--- src/rtl/pic_pkg.sv ---
package pic_pkg;
    localparam int PIC_LINES  = 8;
    localparam int PIC_IDX_W  = $clog2(PIC_LINES);
    localparam int PIC_BYTE_W = 8;

    typedef enum logic [1:0] {
        ST_READY,
        ST_BASE,
        ST_CASC,
        ST_MODE
    } init_st_e;
endpackage

--- src/rtl/pic_prio.sv ---
module pic_prio #(
    parameter int N = 8,
    localparam int IW = $clog2(N)
) (
    input  logic [N-1:0]  req,
    input  logic [N-1:0]  isr,
    output logic          hit,
    output logic [IW-1:0] idx
);
    // Walk from highest priority (0) down; an in-service bit blocks itself and below.
    always_comb begin : walk
        logic blocked;
        blocked = 1'b0;
        hit     = 1'b0;
        idx     = '0;
        for (int i = 0; i < N; i++) begin
            if (isr[i]) begin
                blocked = 1'b1;
            end
            if (!blocked && !hit && req[i]) begin
                hit = 1'b1;
                idx = IW'(i);
            end
        end
    end
endmodule

--- src/rtl/pic_unit.sv ---
module pic_unit
    import pic_pkg::*;
#(
    parameter logic [PIC_LINES-1:0] LEVEL_LINES = '0
) (
    input  logic                  clk,
    input  logic                  rst_n,
    input  logic [PIC_LINES-1:0]  lines,
    input  logic                  cmd_wr,
    input  logic                  data_wr,
    input  logic [PIC_BYTE_W-1:0] wdata,
    input  logic                  ack,
    output logic                  int_o,
    output logic [PIC_IDX_W-1:0]  win_o,
    output logic [PIC_BYTE_W-1:0] vec_o,
    output logic [PIC_LINES-1:0]  mask_o,
    output logic [PIC_LINES-1:0]  irr_o,
    output logic [PIC_LINES-1:0]  isr_o,
    output logic [PIC_BYTE_W-1:0] casc_o,
    output logic                  stat_isr_o
);
    localparam logic [PIC_IDX_W-1:0] SPUR_IDX = PIC_IDX_W'(PIC_LINES - 1);

    init_st_e               st_q, st_d;
    logic                   single_q, need_mode_q, stat_isr_q;
    logic [PIC_BYTE_W-1:0]  base_q, casc_q;
    logic [PIC_LINES-1:0]   mask_q, isr_q, isr_d, irr;
    logic [PIC_LINES-1:0]   set_bits, eoi_bits;
    logic                   is_start, is_seoi, is_stat, hit, take;
    logic [PIC_IDX_W-1:0]   win;

    // Command decode
    assign is_start = cmd_wr && wdata[4];
    assign is_seoi  = cmd_wr && (st_q == ST_READY) && (wdata[7:5] == 3'b011) && (wdata[4:3] == 2'b00);
    assign is_stat  = cmd_wr && (st_q == ST_READY) && !wdata[7] && (wdata[4:3] == 2'b01) && wdata[1];

    // State register
    always_ff @(posedge clk) begin
        if (!rst_n) st_q <= ST_READY;
        else        st_q <= st_d;
    end

    // Next state
    always_comb begin
        st_d = st_q;
        if (is_start) begin
            st_d = ST_BASE;
        end else if (data_wr) begin
            unique case (st_q)
                ST_READY: st_d = ST_READY;
                ST_BASE:  st_d = single_q ? (need_mode_q ? ST_MODE : ST_READY) : ST_CASC;
                ST_CASC:  st_d = need_mode_q ? ST_MODE : ST_READY;
                ST_MODE:  st_d = ST_READY;
            endcase
        end
    end

    // Priority resolution
    pic_prio #(.N(PIC_LINES)) u_prio (
        .req (irr & ~mask_q),
        .isr (isr_q),
        .hit (hit),
        .idx (win)
    );

    assign take = ack && hit;

    always_comb begin
        set_bits = '0;
        eoi_bits = '0;
        if (take)    set_bits[win]        = 1'b1;
        if (is_seoi) eoi_bits[wdata[2:0]] = 1'b1;
        isr_d = is_start ? '0 : ((isr_q & ~eoi_bits) | set_bits);
    end

    // Configuration and status registers
    always_ff @(posedge clk) begin
        if (!rst_n) begin
            single_q    <= 1'b0;
            need_mode_q <= 1'b0;
            stat_isr_q  <= 1'b0;
            base_q      <= '0;
            casc_q      <= '0;
            mask_q      <= '1;
            isr_q       <= '0;
        end else begin
            isr_q <= isr_d;
            if (is_start) begin
                single_q    <= wdata[1];
                need_mode_q <= wdata[0];
                stat_isr_q  <= 1'b0;
            end else if (is_stat) begin
                stat_isr_q  <= wdata[0];
            end
            if (data_wr) begin
                unique case (st_q)
                    ST_READY: mask_q <= wdata;
                    ST_BASE:  base_q <= {wdata[PIC_BYTE_W-1:PIC_IDX_W], PIC_IDX_W'(0)};
                    ST_CASC:  casc_q <= wdata;
                    ST_MODE:  ;
                endcase
            end
        end
    end

    // Request capture: edge-latched lines or plain level lines
    for (genvar g = 0; g < PIC_LINES; g++) begin : g_irr
        if (LEVEL_LINES[g]) begin : g_level
            assign irr[g] = lines[g];
        end else begin : g_edge
            logic prev_q, req_q;
            always_ff @(posedge clk) begin
                if (!rst_n) begin
                    prev_q <= 1'b0;
                    req_q  <= 1'b0;
                end else begin
                    prev_q <= lines[g];
                    if (!lines[g])                                  req_q <= 1'b0;
                    else if (!prev_q)                               req_q <= 1'b1;
                    else if (take && (win == PIC_IDX_W'(g)))        req_q <= 1'b0;
                end
            end
            assign irr[g] = req_q;
        end
    end

    assign int_o      = hit;
    assign win_o      = win;
    assign vec_o      = {base_q[PIC_BYTE_W-1:PIC_IDX_W], hit ? win : SPUR_IDX};
    assign mask_o     = mask_q;
    assign irr_o      = irr;
    assign isr_o      = isr_q;
    assign casc_o     = casc_q;
    assign stat_isr_o = stat_isr_q;
endmodule

--- src/rtl/pic_pair.sv ---
module pic_pair
    import pic_pkg::*;
#(
    parameter int CASC_IN = 2,
    localparam int IRQS = 2 * PIC_LINES
) (
    input  logic                  clk,
    input  logic                  rst_n,
    input  logic [IRQS-1:0]       irq_in,
    input  logic                  reg_sel_hi,
    input  logic                  reg_port,
    input  logic                  reg_wr,
    input  logic [PIC_BYTE_W-1:0] reg_wdata,
    output logic [PIC_BYTE_W-1:0] reg_rdata,
    output logic                  int_req,
    input  logic                  ack,
    output logic [PIC_BYTE_W-1:0] ack_vec,
    output logic                  ack_vec_vld
);
    localparam logic [PIC_LINES-1:0] M_LEVEL = PIC_LINES'(1) << CASC_IN;

    logic [PIC_LINES-1:0]  m_lines;
    logic                  m_int, s_int, m_stat, s_stat, casc_hit, s_ack;
    logic [PIC_IDX_W-1:0]  m_win, s_win;
    logic [PIC_BYTE_W-1:0] m_vec, s_vec, m_casc, s_casc, vec_q;
    logic [PIC_LINES-1:0]  m_mask, s_mask, m_irr, s_irr, m_isr, s_isr;
    logic                  vld_q;
    logic                  unused_bits;

    always_comb begin
        m_lines          = irq_in[PIC_LINES-1:0];
        m_lines[CASC_IN] = s_int;
    end

    assign casc_hit = m_int && (m_win == PIC_IDX_W'(CASC_IN)) && m_casc[CASC_IN]
                      && (s_casc[PIC_IDX_W-1:0] == PIC_IDX_W'(CASC_IN));
    assign s_ack    = ack && casc_hit;

    pic_unit #(.LEVEL_LINES(M_LEVEL)) u_master (
        .clk        (clk),
        .rst_n      (rst_n),
        .lines      (m_lines),
        .cmd_wr     (reg_wr && !reg_sel_hi && !reg_port),
        .data_wr    (reg_wr && !reg_sel_hi && reg_port),
        .wdata      (reg_wdata),
        .ack        (ack),
        .int_o      (m_int),
        .win_o      (m_win),
        .vec_o      (m_vec),
        .mask_o     (m_mask),
        .irr_o      (m_irr),
        .isr_o      (m_isr),
        .casc_o     (m_casc),
        .stat_isr_o (m_stat)
    );

    pic_unit #(.LEVEL_LINES('0)) u_slave (
        .clk        (clk),
        .rst_n      (rst_n),
        .lines      (irq_in[IRQS-1:PIC_LINES]),
        .cmd_wr     (reg_wr && reg_sel_hi && !reg_port),
        .data_wr    (reg_wr && reg_sel_hi && reg_port),
        .wdata      (reg_wdata),
        .ack        (s_ack),
        .int_o      (s_int),
        .win_o      (s_win),
        .vec_o      (s_vec),
        .mask_o     (s_mask),
        .irr_o      (s_irr),
        .isr_o      (s_isr),
        .casc_o     (s_casc),
        .stat_isr_o (s_stat)
    );

    // Vector register: captured on the acknowledge edge
    always_ff @(posedge clk) begin
        if (!rst_n) begin
            vld_q <= 1'b0;
            vec_q <= '0;
        end else begin
            vld_q <= ack;
            if (ack) vec_q <= casc_hit ? s_vec : m_vec;
        end
    end

    // Register read mux
    always_comb begin
        if (reg_sel_hi) reg_rdata = reg_port ? s_mask : (s_stat ? s_isr : s_irr);
        else            reg_rdata = reg_port ? m_mask : (m_stat ? m_isr : m_irr);
    end

    assign unused_bits = ^{irq_in[CASC_IN], m_casc, s_casc, s_win};
    assign int_req     = m_int;
    assign ack_vec     = vec_q;
    assign ack_vec_vld = vld_q;
endmodule

--- config.mk ---
export PLATFORM = sky130hd
export DESIGN_NAME = pic_pair
export DESIGN_NICKNAME = d
export VERILOG_FILES = /design/src/rtl/pic_pkg.sv /design/src/rtl/pic_prio.sv /design/src/rtl/pic_unit.sv /design/src/rtl/pic_pair.sv
export SDC_FILE = /design/constraint.sdc
export NUM_CORES = 1
export LEC_CHECK = 0
export ABC_AREA = 1
export ABC_CLOCK_PERIOD_IN_PS = 1850
export CELL_PAD_IN_SITES_DETAIL_PLACEMENT = 1
export CELL_PAD_IN_SITES_GLOBAL_PLACEMENT = 1
export CORE_MARGIN = 10
export CORE_UTILIZATION = 36
export DETAILED_ROUTE_END_ITERATION = 6
export GPL_TIMING_DRIVEN = 0
export PLACE_DENSITY = 0.77
export SETUP_SLACK_MARGIN = 0.1
export SKIP_CTS_REPAIR_TIMING = 1
export SYNTH_ARGS = -nofsm -noshare
export SYNTH_HDL_FRONTEND = slang
export SYNTH_SLANG_ARGS = --single-unit
--- constraint.sdc ---
create_clock -name clk -period 1.85 [get_ports clk]
set_input_delay 0.37 -clock clk [delete_from_list [all_inputs] [get_ports clk]]
set_output_delay 0.37 -clock clk [all_outputs]
set_load 0.02 [all_outputs]
==> metrics, run 1 <==
Die ar. between 0.015 and 0.02 mm2; Port Buf Inserts 44; CP Capture Type output port; Slew Viols, Final 0; CP max FO 5; final setup vio count 45; routed via count 4,615; minimum clock period roughly 2400 ps; placed instance area 0.00504 mm2; required time of the critical path 1480 ps; Fill cells 1,464; failing checks setup timing; synthesized area 0.00439 mm2; Data arrival, critical path 2080 ps; unrepaired setup endpoints after global routing true; RePlAce Congestion 0.943; Area Overhead vs Synth 35.0%; DRC errors left 0; core area approximately 0.012 mm2; top cell type by total area after synthesis dfxtp_1; startpoint types flop; Die Ht 130 um; fin util 49.6%; initial core utilization 36.7%; DRT Pass-1 Iters 4; crit share post-route 132%; initial antenna violation count 0; f_max approximately 0.4 GHz; syn nets 636; Rel. slew slack 57.5%; I/O Pins 48; Hold Path Cell Cnt 1; synthesized instance count a little over 600; detail-routed net length per standard cell 19.5 um; design area 0.00593 mm2; Worst Tran Pin Value between 600 and 700 ps; largest net degree at the start of global routing 17; R2R setup slack -400 ps; Yosys warnings 0; hpwl dp 11.8 mm; FF-to-FF path depth 13; Final #Nets 715; Vias per Instance 5.51; P per Cell Area roughly 770 mW/mm2; Starting DRT DRC Count 343; Final ANT Viol Nets 0; Leakage 2.55 nW; status complete, but fails checks; Worst-path clk slew 70 ps; GRT Residual Overflow 0; # diodes 0; top cell type's share of synthesized area 43.3%; row count 40; Synth Register Bits 95; Hold WC Path Type flop to flop; first-pass GRT wire length 24.6 mm; TritonCTS clock tree yes; WS Path Type flop to output port; number of global-route vias before repair 4,595; Max-Cap Viols 0; distinct cell type count after synthesis 38; worst clock skew 13.1 ps; Final WS setup -599 ps; WL final about 16 mm; die width 130 um; Mean Syn Cell Area 7.24 um2; Final Hold Fails 0; Max IR drop VDD approximately 0.38 mV; Clock Sinks 95; Setup WS pre-CTS -1290 ps; CTS Buffer Depth 2; CTS buffer count 9; H-tree levels 3; worst skew pair latency about 350 ps; Global Route Usage Sum 18.7%; Pwr Total around 4.6 mW; layout cells sized above 1 25.5%; ranking of synthesized cells by area dfxtp_1 43%, a21oi_1 9.4%, nand2_1 9.2%, o21ai_0 7.4%, inv_1 6.7%; Seq/Total Area, Yosys 43.3%; CTS Root Cell clkbuf_16
[layout make-up]
cell class	instances	area, um2	area share [%]
flip-flops and latches	95	1920	32.4
inverters	84	328	5.53
repair inverters	1	7.51	0.127
clock buffers	10	229	3.86
clock inverters	6	45.0	0.760
repair buffers	67	644	10.9
multi-input cells	409	2440	41.1
plain buffers	18	133	2.24
well taps	147	184	3.10
[placed cells by master (no fill, tap or decap), types with 4 or more instances in the layout]
master,synthesis,layout
a21oi_1,82,69
a21oi_2,3,15
a31oi_1,5,5
buf_4,1,25
buf_6,0,7
clkbuf_1,13,4
clkbuf_16,0,10
clkbuf_2,0,6
clkdlybuf4s50_1,0,33
clkinvlp_4,0,6
dfxtp_1,95,88
dfxtp_2,0,4
inv_1,78,71
inv_2,1,7
nand2_1,107,84
nand2_2,3,24
nand3_1,37,34
nand3_2,5,7
nand4_1,7,7
nand4_4,3,4
nor2_1,36,26
nor2_2,4,8
nor2_4,3,9
nor3_1,19,12
nor3_2,1,5
o211ai_1,11,11
o21ai_0,65,50
o21ai_1,4,9
o21ai_2,0,7
[layer usage]
layer  up-vias  track usage, %  share of wire (%)  wire [um]
met2        92            30.7                 50       8130
met4         0            8.04                2.0        323
met1      2305            23.5                 43       7080
met3        25            3.67                4.7        770
li1       2193               -                  -          -
met5         -               0                  0          0
[kinds of logic (layout without fill, tap and decap cells)]
logic type	count (synthesis)	count (layout)	share of synthesized area, %
muxes	1	1	0.228
DFF	95	95	43.3
AOI/OAI and AO/OA	174	174	21.0
buffers and inverters	102	186	8.95
and+or+nand+nor	234	234	26.5
[state kept, by name (all words and copies together) (netlist names), 7 cells and up]
| name | flops |
|---|---|
| ack_vec | 8 |
| u_master.g_irr.g_edge.prev_q | 7 |
| u_master.g_irr.g_edge.req_q | 7 |
| u_master.isr_o | 8 |
| u_master.mask_o | 8 |
| u_slave.g_irr.g_edge.prev_q | 8 |
| u_slave.g_irr.g_edge.req_q | 8 |
| u_slave.isr_o | 8 |
| u_slave.mask_o | 8 |
[critical path, stage by stage (launching register included)]
cell and delay, ps:
dfxtp_1 410, inv_1 120, nand4_1 150, nand2_2 110
nor2_4 150, nand4_4 130, nand2_4 140, nand4_4 130
nor2_8 160, nand3_4 90, buf_6 140
[cells in the mapped netlist (all sizes together)]
cell type and instances:
a211oi 1, a21oi 85, a31oi 5, and3 1
buf 5, clkbuf 13, clkinv 4, dfxtp 95
inv 80, mux2i 1, nand2 111, nand3 43
nand3b 2, nand4 11, nor2 44, nor3 20
nor4 2, o211ai 11, o21ai 69, o22ai 2
o31ai 1
[final timing paths]
path	from	endpoint
max	u_slave.isr_o[3]	int_req
min	u_master.g_irr[0].g_edge.prev_q	u_master.g_irr[0].g_edge.req_q
max reg2reg	u_slave.isr_o[0]	u_master.g_irr[0].g_edge.req_q
min reg2reg	u_master.g_irr[0].g_edge.prev_q	u_master.g_irr[0].g_edge.req_q
[power breakdown]
| part | internal [mW] | leakage, nW | switching, mW |
|---|---|---|---|
| logic | 0.256 | 1.64 | 0.397 |
| registers | 2.11 | 0.781 | 0.0582 |
| clock network | 0.917 | 0.125 | 0.850 |
| total | 3.29 | 2.55 | 1.30 |
[per-stage QoR]
step	hold slack (ps)	setup TNS [ps]	std cells
final	400	-11440	837
after global routing	425	-17030	837
after CTS	405	-30240	813
after detailed placement	395	-46640	797
after global placement	395	-41650	797
after floorplan	387	0	606
Note: power is estimated with default switching activity, not from simulation.
==> run 2, diff against run 1 <==
- CORE_UTILIZATION: 36 -> 35
- PLACE_DENSITY: 0.77 -> 0.75
==> run 2 against run 1 <==
Effect of this change: the run still ends with setup timing left; routed wire length rose by 1.1%; sequential share of layout area shrank 0.79 points; non-clock buffer count increased by 5; via count rose by 0.65%; count of clock-buffer cells in the layout down 1; power is 4.0% higher; clock skew decreased by 3.0 ps; critical path type unchanged; largest cell class unchanged; largest power group unchanged.
==> metrics, run 2 (synthesized netlist as in run 1, its figures left out) <==
P per Cell Area 786 mW/mm2; minimum clock period 2490 ps; Worst-path clk slew 70 ps; Final WS setup -637 ps; grt met3 use 4.38%; Worst Tran Pin Value 625 ps; GRT Residual Overflow 0; CTS Buffer Depth 2; Vias per Instance 5.38; first-pass GRT wire length 23.8 mm; Die ar. around 0.017 mm2; crit share post-route 134%; worst skew pair latency 370 ps; GR Layer Usage met1 22.2%; RePlAce Congestion 0.931; worst clock skew between 10 and 15 ps; CTS buffer count 9; Die Ht about 130 um; Cells after DPL 818; largest net degree at the start of global routing 17; startpoint types flop; design area 0.00607 mm2; Min Hold Slack 404 ps; failing checks setup timing; I/O Pins between 40 and 50; Clock Sinks 95; Final #Nets 720; die width 132 um; fin util approximately half; initial antenna violation count 0; f_max 0.402 GHz; Data arrival, critical path 2120 ps; Hold WC Path Type flop to flop; CP max FO 4; TritonCTS clock tree yes; unrepaired setup endpoints after global routing true; CTS Root Cell clkbuf_16; Fill cells 1,499; initial core utilization 36.1%; WS Path Type flop to output port; final setup vio count 45; detail-routed net length per standard cell ~19 um; Final Hold Fails 0; CP Capture Type output port; required time of the critical path 1480 ps; DRC errors left 0; met2 GRT Util 27.1%; commonest non-fill, non-tap cell in the layout nand2_1; number of global-route vias before repair around 4,400; Starting DRT DRC Count 364; Leakage 2.60 nW; Rel. slew slack about three fifths; Setup WS pre-CTS -1240 ps; H-tree levels 3; Slew Viols, Final 0; status complete, but fails checks; # diodes 0; Max-Cap Viols 0; layout cells sized above 1 ~28%; GRT busiest layer met2; hpwl dp approximately 12 mm; Port Buf Inserts 44; placed instance area a little over 0.005 mm2; Non-Filler Instances 863; routed via count 4,645; WL final ~16 mm; Max IR drop VDD 0.487 mV; Area Overhead vs Synth 38.3%; Global Route Usage Sum 17.2%; Final ANT Viol Nets 0; most frequent cells in the layout 88 x nand2_1, 87 x dfxtp_1, 73 x inv_1, 63 x a21oi_1, 49 x o21ai_0; core area around 0.012 mm2; row count 40; DRT Pass-1 Iters 5
[run 2: changes by cell type in the layout (fill, tap and decap cells not counted), moves of 3 or more]
cell     previous run  this run
a21oi_1            69        63
buf_6               7        10
nand2_2            24        20
nor3_2              5         8
nor3_1             12         9
buf_4              25        28
a21oi_2            15        22
nand2_1            84        88
o21ai_2             7        10
[run 2: worst paths after layout]
kind | startpoint | to | slack, ps | cells past startpoint
setup / recovery | u_slave.isr_o[0] | int_req | -640 | 12
hold reg to reg | u_master.g_irr[7].g_edge.prev_q | u_master.g_irr[7].g_edge.req_q | 400 | 1
setup reg to reg | u_slave.isr_o[0] | ack_vec[0] | -450 | 14
hold / removal | u_master.g_irr[7].g_edge.prev_q | u_master.g_irr[7].g_edge.req_q | 400 | 1
[run 2: through the flow]
stage	TNS, ps	power [mW]
after floorplan	0	2.50
after global placement	-39480	2.75
after detailed placement	-45070	2.76
after CTS	-28500	4.67
after global routing	-18170	4.95
final	-12920	4.78
[run 2: critical path: stages, from the launching register on]
cell,delay [ps]
dfxtp_4,380
nor2_4,60
nand2_2,90
nand2_4,70
nor2_4,100
nand2_2,70
nor2_4,150
nand4_4,130
nand2_4,130
nand4_4,130
nor2_8,140
nand3_4,120
buf_6,150
[run 2: layout make-up]
type | count | area, um2 | area share (%)
multi-input combinational | 409 | 2500 | 41.3
sequential | 95 | 1920 | 31.6
timing repair buffer | 72 | 672 | 11.1
inverter | 84 | 329 | 5.42
clock buffer | 9 | 225 | 3.71
tap | 168 | 210 | 3.46
buffer | 18 | 135 | 2.23
clock inverter | 7 | 71.3 | 1.17
timing repair inverter | 1 | 7.51 | 0.124
[run 2: per-layer routing]
metal  vias up  part of all wire [%]
li1       2199                     -
met1      2291                    44
met2       131                    49
met3        24                   5.3
met4         0                   1.6
met5         -                     0
[run 2: power by group]
part	internal, mW	total, mW	switching, mW
clock	1.05	1.93	0.876
combinational	0.263	0.674	0.411
sequential	2.12	2.17	0.0574
